## src/rtl/bypass_pkg.sv

```systemverilog
package bypass_pkg;

  typedef enum logic [2:0] {
    ST_BOOST     = 3'd0,
    ST_AUTO_SOFT = 3'd1,
    ST_AUTO_ON   = 3'd2,
    ST_FWAIT     = 3'd3,
    ST_FSOFT     = 3'd4,
    ST_FON       = 3'd5,
    ST_FEXIT     = 3'd6
  } byp_state_t;

  typedef enum logic [1:0] {
    HS_OFF  = 2'd0,
    HS_LIN  = 2'd1,
    HS_FULL = 2'd2
  } hs_drive_t;

  // states that run a timed linear phase
  function automatic logic is_soft(byp_state_t s);
    return (s == ST_AUTO_SOFT) || (s == ST_FSOFT) || (s == ST_FEXIT);
  endfunction

  // states owned by the forced-bypass path
  function automatic logic is_forced(byp_state_t s);
    return (s == ST_FWAIT) || (s == ST_FSOFT) || (s == ST_FON) || (s == ST_FEXIT);
  endfunction

  function automatic hs_drive_t hs_of(byp_state_t s);
    case (s)
      ST_AUTO_SOFT, ST_FSOFT, ST_FEXIT: return HS_LIN;
      ST_AUTO_ON, ST_FON:               return HS_FULL;
      default:                          return HS_OFF;
    endcase
  endfunction

  // width able to hold 0..n
  function automatic int cnt_width(int n);
    return (n < 2) ? 1 : $clog2(n + 1);
  endfunction

endpackage

```

## src/rtl/byp_sync.sv

```systemverilog
module byp_sync #(
  parameter int STAGES = 2
) (
  input  logic clk,
  input  logic rst_n,
  input  logic async_n_i,
  output logic req_o
);
  logic [STAGES-1:0] chain_q;

  generate
    for (genvar g = 0; g < STAGES; g++) begin : g_stage
      if (g == 0) begin : g_first
        always_ff @(posedge clk or negedge rst_n) begin
          if (!rst_n) chain_q[g] <= 1'b1;
          else        chain_q[g] <= async_n_i;
        end
      end else begin : g_next
        always_ff @(posedge clk or negedge rst_n) begin
          if (!rst_n) chain_q[g] <= 1'b1;
          else        chain_q[g] <= chain_q[g-1];
        end
      end
    end
  endgenerate

  assign req_o = ~chain_q[STAGES-1];
endmodule

```

## src/rtl/idle_timer.sv

```systemverilog
module idle_timer #(
  parameter int LIMIT = 10
) (
  input  logic clk,
  input  logic rst_n,
  input  logic clear_i,
  input  logic tick_i,
  output logic full_o
);
  localparam int W = bypass_pkg::cnt_width(LIMIT);
  localparam logic [W-1:0] LIM = W'(LIMIT);

  logic [W-1:0] cnt_q;

  always_ff @(posedge clk or negedge rst_n) begin
    if (!rst_n)                  cnt_q <= '0;
    else if (clear_i)            cnt_q <= '0;
    else if (tick_i && !full_o)  cnt_q <= cnt_q + 1'b1;
  end

  assign full_o = (cnt_q == LIM);
endmodule

```

## src/rtl/phase_timer.sv

```systemverilog
module phase_timer #(
  parameter int LIMIT = 5
) (
  input  logic clk,
  input  logic rst_n,
  input  logic restart_i,
  input  logic tick_i,
  output logic last_tick_o
);
  localparam int W = bypass_pkg::cnt_width(LIMIT);
  localparam logic [W-1:0] LAST = W'(LIMIT - 1);

  logic [W-1:0] cnt_q;

  always_ff @(posedge clk or negedge rst_n) begin
    if (!rst_n)                       cnt_q <= '0;
    else if (restart_i)               cnt_q <= '0;
    else if (tick_i && cnt_q != LAST) cnt_q <= cnt_q + 1'b1;
  end

  assign last_tick_o = tick_i && (cnt_q == LAST);
endmodule

```

## src/rtl/bypass_fsm.sv

```systemverilog
module bypass_fsm
  import bypass_pkg::*;
(
  input  logic       clk,
  input  logic       rst_n,
  input  logic       frc_req_i,
  input  logic       auto_ok_i,
  input  logic       at_tgt_i,
  input  logic       below_vin_i,
  input  logic       soft_done_i,
  output byp_state_t state_o,
  output byp_state_t next_o
);
  byp_state_t state_q, state_d;

  always_comb begin
    state_d = state_q;
    case (state_q)
      ST_BOOST: begin
        if (frc_req_i)      state_d = ST_FWAIT;
        else if (auto_ok_i) state_d = ST_AUTO_SOFT;
      end
      ST_AUTO_SOFT: begin
        if (frc_req_i)        state_d = ST_FWAIT;
        else if (at_tgt_i)    state_d = ST_BOOST;
        else if (soft_done_i) state_d = ST_AUTO_ON;
      end
      ST_AUTO_ON: begin
        if (frc_req_i)     state_d = ST_FWAIT;
        else if (at_tgt_i) state_d = ST_BOOST;
      end
      ST_FWAIT: begin
        if (!frc_req_i)       state_d = ST_FEXIT;
        else if (below_vin_i) state_d = ST_FSOFT;
      end
      ST_FSOFT: begin
        if (!frc_req_i)       state_d = ST_FEXIT;
        else if (soft_done_i) state_d = ST_FON;
      end
      ST_FON: begin
        if (!frc_req_i) state_d = ST_FEXIT;
      end
      ST_FEXIT: begin
        if (frc_req_i)        state_d = ST_FWAIT;
        else if (soft_done_i) state_d = ST_BOOST;
      end
      default: state_d = ST_BOOST;
    endcase
  end

  always_ff @(posedge clk or negedge rst_n) begin
    if (!rst_n) state_q <= ST_BOOST;
    else        state_q <= state_d;
  end

  assign state_o = state_q;
  assign next_o  = state_d;
endmodule

```

## src/rtl/bypass_ctrl.sv

```systemverilog
module bypass_ctrl
  import bypass_pkg::*;
#(
  parameter int IDLE_TICKS  = 10,
  parameter int SOFT_TICKS  = 5,
  parameter int SYNC_STAGES = 2
) (
  input  logic       clk,
  input  logic       rst_n,
  input  logic       byp_n_i,
  input  logic       vin_above_tgt_i,
  input  logic       sw_pulse_i,
  input  logic       vout_at_tgt_i,
  input  logic       vout_below_vin_i,
  input  logic       tick_i,
  output logic [1:0] hs_mode_o,
  output logic       rect_on_o,
  output logic       boost_en_o,
  output logic       low_power_o
);
  // named internal events
  logic       frc_req;
  logic       idle_full;
  logic       idle_clear;
  logic       auto_ok;
  logic       phase_last;
  logic       soft_done;
  logic       state_change;
  byp_state_t state_q, state_d;
  hs_drive_t  hs_drive;

  byp_sync #(.STAGES(SYNC_STAGES)) u_sync (
    .clk       (clk),
    .rst_n     (rst_n),
    .async_n_i (byp_n_i),
    .req_o     (frc_req)
  );

  assign idle_clear = (state_q != ST_BOOST) || sw_pulse_i || !vin_above_tgt_i;

  idle_timer #(.LIMIT(IDLE_TICKS)) u_idle (
    .clk     (clk),
    .rst_n   (rst_n),
    .clear_i (idle_clear),
    .tick_i  (tick_i),
    .full_o  (idle_full)
  );

  assign auto_ok = idle_full && vin_above_tgt_i && !sw_pulse_i;

  assign state_change = (state_d != state_q);

  phase_timer #(.LIMIT(SOFT_TICKS)) u_phase (
    .clk         (clk),
    .rst_n       (rst_n),
    .restart_i   (state_change),
    .tick_i      (tick_i),
    .last_tick_o (phase_last)
  );

  assign soft_done = is_soft(state_q) && phase_last;

  bypass_fsm u_fsm (
    .clk         (clk),
    .rst_n       (rst_n),
    .frc_req_i   (frc_req),
    .auto_ok_i   (auto_ok),
    .at_tgt_i    (vout_at_tgt_i),
    .below_vin_i (vout_below_vin_i),
    .soft_done_i (soft_done),
    .state_o     (state_q),
    .next_o      (state_d)
  );

  assign hs_drive    = hs_of(state_q);
  assign hs_mode_o   = hs_drive;
  assign rect_on_o   = (hs_drive == HS_FULL);
  assign boost_en_o  = (state_q == ST_BOOST);
  assign low_power_o = (state_q == ST_FON) && is_forced(state_q);
endmodule

```

## config.mk

```make
export PLATFORM = sky130hd
export DESIGN_NAME = bypass_ctrl
export DESIGN_NICKNAME = d
export VERILOG_FILES = /design/src/rtl/bypass_pkg.sv /design/src/rtl/byp_sync.sv /design/src/rtl/idle_timer.sv /design/src/rtl/phase_timer.sv /design/src/rtl/bypass_fsm.sv /design/src/rtl/bypass_ctrl.sv
export SDC_FILE = /design/constraint.sdc
export NUM_CORES = 1
export LEC_CHECK = 0
export CAP_MARGIN = 20
export CORE_MARGIN = 3
export CORE_UTILIZATION = 45
export DETAILED_ROUTE_END_ITERATION = 12
export PLACE_DENSITY = 0.69
export SLEW_MARGIN = 30
export SYNTH_ARGS = -nofsm -noshare
export SYNTH_HDL_FRONTEND = slang
export SYNTH_SLANG_ARGS = --single-unit
```

## constraint.sdc

```tcl
create_clock -name clk -period 2.2 [get_ports clk]
set_clock_uncertainty 0.1 [all_clocks]
set_input_delay 0.22 -clock clk [delete_from_list [all_inputs] [get_ports clk]]
set_output_delay 0.22 -clock clk [all_outputs]
set_load 0.01 [all_outputs]
```

==> reports/qor_table.md <==
| Metric | Reported | Unit |
| --- | --- | --- |
| Outcome | finished, final reports clean | - |
| First-pass GRT wire length | 3111 | um |
| Fin nets | 123 | - |
| Final total negative setup slack | 0 | ns |
| Detailed router's first-iteration violation count | 14 | - |
| Placer Congestion | 0.8756 | - |
| Total number of clock tree sinks | 12 | - |
| Vias in the first global route | 680 | - |
| Total power per unit cell area | 1117 | nW/um^2 |
| Yosys cell types | 39 | - |
| Slack of the worst reg-to-reg path | 0.07 | ns |
| Signed area change from the synthesized netlist to the final layout | 23.87 | % |
| Largest fanout on the critical path | 5 | - |
| Worst vdd rail ir drop | 0.0007109 | V |
| Post-synth net total | 107 | - |
| Die extent in y | 49.03 | um |
| Final Cycle Share | 0.9678 | - |
| Reg2reg end | u_phase.cnt_q[2]$_DFFE_PN0P_ | - |
| Top library cells by usage in the layout, fill and taps aside | sky130_fd_sc_hd__clkdlybuf4s50_1 (12), sky130_fd_sc_hd__nor2_1 (11), sky130_fd_sc_hd__a21oi_1 (10) | - |
| Stage delay of the slowest cell on the critical path | 0.40 | ns |
| Final Instance Area | 1032 | um^2 |
| Seq/Total Area, Yosys | 0.3634 | - |
| Count of mapped cells out of synthesis | 95 | - |
| Type of the worst setup path | reg -> reg | - |
| GR Overflow Total | 0 | - |
| Fmax | 0.4697 | GHz |
| Mapped Avg Cell Area | 8.772 | um^2 |
| All-Layer GR Usage | 0.1675 | - |
| Final hold violation count | 0 | - |
| Crit. End Element | register | - |
| Wire length per cell | 13.71 | um |
| Drc violations | 0 | - |
| Insertion delay of the later-clocked pin in the worst-skew pair | 0.28 | ns |
| Number of nets with antenna violations after detailed routing | 0 | - |
| Ratio of cells with drive above 1 in the final layout | 0.1818 | - |
| Number of setup violations in the final report | 0 | - |
| Vias per Instance | 5.366 | - |
| Most common library cell in the layout ignoring fill and taps | sky130_fd_sc_hd__clkdlybuf4s50_1 | - |
| Arrival time of data at the critical path endpoint | 2.19 | ns |
| H-tree lvl count | 1 | - |
| Register bit total from synthesis | 12 | - |
| Maximum number of pins on one net before global-route repair | 13 | - |
| Worst slew margin relative to its limit | 0.6277 | - |
| Worst-case reg-to-reg path depth | 7 | - |
| Number of input and output port buffers inserted | 12 | - |
| CP Cell Sequence | inv_1, ha_2, nand3_2, o31a_1, a211oi_2, o32ai_2, a2111oi_2 | - |
| Placed cell count | 130 | - |
| Via Count | 719 | - |
| RR Startpoint | u_phase.cnt_q[1]$_DFFE_PN0P_ | - |
| Area of the core | 1629 | um^2 |
| CTS Hold Bufs | 0 | - |
| Clock tree from TritonCTS | yes | - |
| Cell area after technology mapping | 833.3 | um^2 |
| Final standard cell count with taps included and fillers excluded | 134 | - |
| Clock transition at the registers of the reported paths | 0.09 | ns |
| Unrepaired setup endpoints after global routing | true | - |
| Placed instance area | 974.7 | um^2 |
| Fill count | 143 | - |
| CTS Buf Count | 3 | - |
| Worst min-delay path class | in -> async | - |
| Number of iterations in the first detailed-routing pass | 4 | - |
| Number of antenna violations at the first check in global routing | 0 | - |
| Die width | 49.03 | um |
| Clock root buffer | sky130_fd_sc_hd__clkbuf_4 | - |
| Num rows | 14 | - |
| Critical Path Source Type | register | - |
| Smallest setup slack after layout | 0.07087 | ns |
| Total inserted antenna cells | 0 | - |
| Detailed placer's ending HPWL | 1337 | um |
| Final design utilization | 0.6336 | - |
| Final WL | 1837 | um |
| I/O pin count | 13 | - |
| Required time of the worst setup path | 2.26 | ns |
| Final max-slew violation count | 0 | - |
| Clock buffer depth | 2 | - |
| Setup WS pre-CTS | -0.02792 | ns |
| Tmin final | 2.129 | ns |
| Leakage | 0.4276 | nW |
| Cell with the largest stage delay on the worst path | sky130_fd_sc_hd__dfrtp_1 | - |
| Die ar. | 2404 | um^2 |
| Total number of yosys warnings | 0 | - |
| Max capacitance violation total | 0 | - |
| Initial Utilization | 0.5115 | - |
| Transition time at the pin with the least slew margin | 0.5568 | ns |
==> critical path, delay by kind of cell, from the launching register on <==
family                   cells  cell delay [ns]
buffers and inverters        1             0.10
AO/OA/AOI/OAI                4             1.05
AND/OR/NAND/NOR              1             0.14
flip-flops                   1             0.40
adder cells (fa/ha/maj)      1             0.22
==> routing by layer <==
metal,global-route usage,vias to the layer above,share of wire
li1,-,370,-
met1,0.2189,327,0.48
met2,0.2715,18,0.46
met3,0.02752,4,0.040
met4,0.07109,0,0.013
met5,0,-,0
==> sequential cells by signal, summed over array words and instances (netlist names) <==
signal	cells
u_phase.cnt_q	3
u_fsm.state_o	3
u_idle.cnt_q	4
u_sync.chain_q	2
==> metrics by stage <==
| step | total power, mW | hold slack [ns] |
|---|---|---|
| global placement | 0.9224 | 0.2462 |
| CTS | 1.114 | 0.2093 |
| finish | 1.153 | 0.1863 |
| detailed placement | 0.9286 | 0.2472 |
| floorplan | 0.7284 | -0.1756 |
| global route | 1.252 | 0.2274 |
==> where the power goes <==
group          leakage [nW]  total [mW]  internal, mW  switching, mW
registers             0.152       0.318         0.264         0.0538
clock network        0.0210       0.182         0.101         0.0814
logic                 0.255       0.652         0.303          0.349
==> logic make-up (layout without fill, tap and decap cells) <==
kind of cell    Yosys count  after routing  share of synthesized area
compound gates           27             27                     0.2252
simple gates             36             36                     0.2192
buf+inv                  11             26                    0.07806
flops                    12             12                     0.3634
mux                       1              1                    0.01201
fa+ha+maj                 4              4                    0.06006
xor+xnor                  4              4                    0.04205
==> cells in the mapped netlist, drive strengths merged <==
master	n	area [um^2]
a2111oi	2	20.02
a211oi	1	12.51
a21boi	1	7.510
a21o	3	22.52
a21oi	11	58.81
a31o	1	8.760
a31oi	2	12.51
buf	4	35.03
clkbuf	2	11.26
dfrtp	10	250.2
dfstp	2	52.55
ha	4	50.05
inv	5	18.76
mux2i	1	10.01
nand2	9	33.78
nand2b	3	18.77
nand3	2	15.01
nand3b	1	7.510
nand4	1	6.260
nand4b	2	17.52
nor2	11	41.29
nor2b	1	6.260
nor3	4	20.02
nor3b	1	7.510
o21a	1	7.510
o21ai	1	5.000
o22ai	1	6.260
o311ai	1	8.760
o31a	1	8.760
o32ai	1	8.760
or3b	1	8.760
xnor2	2	17.52
xor2	2	17.52
==> worst max path at each step <==
stage / end / cells past startpoint / from / slack [ns]
after CTS: u_phase.cnt_q[2]$_DFFE_PN0P_ / 7 / u_phase.cnt_q[0]$_DFFE_PN0P_ / 0.01
after global routing: u_phase.cnt_q[2]$_DFFE_PN0P_ / 7 / u_phase.cnt_q[1]$_DFFE_PN0P_ / -0.002
after detailed placement: u_phase.cnt_q[2]$_DFFE_PN0P_ / 6 / tick_i / -0.03
after floorplan: u_phase.cnt_q[1]$_DFFE_PN0P_ / 7 / u_phase.cnt_q[0]$_DFFE_PN0P_ / 0.31
final: u_phase.cnt_q[2]$_DFFE_PN0P_ / 7 / u_phase.cnt_q[1]$_DFFE_PN0P_ / 0.07
after global placement: u_phase.cnt_q[1]$_DFFE_PN0P_ / 6 / tick_i / 0.11
==> what timing repair did <==
action                     4_1_cts  5_1_grt
setup endpoints to repair        0        4
buffers inserted                 0        0
resized for setup                0        5
==> cell type report <==
type | count | area [um^2] | share of cell area
sequential | 12 | 304.0 | 0.2945
multi-input combinational | 72 | 485.5 | 0.4703
clock buffer | 4 | 36.28 | 0.03515
timing repair buffer | 17 | 157.7 | 0.1527
tap | 24 | 30.03 | 0.02909
inverter | 5 | 18.77 | 0.01818
No activity file was read; power rests on OpenSTA's default activity.
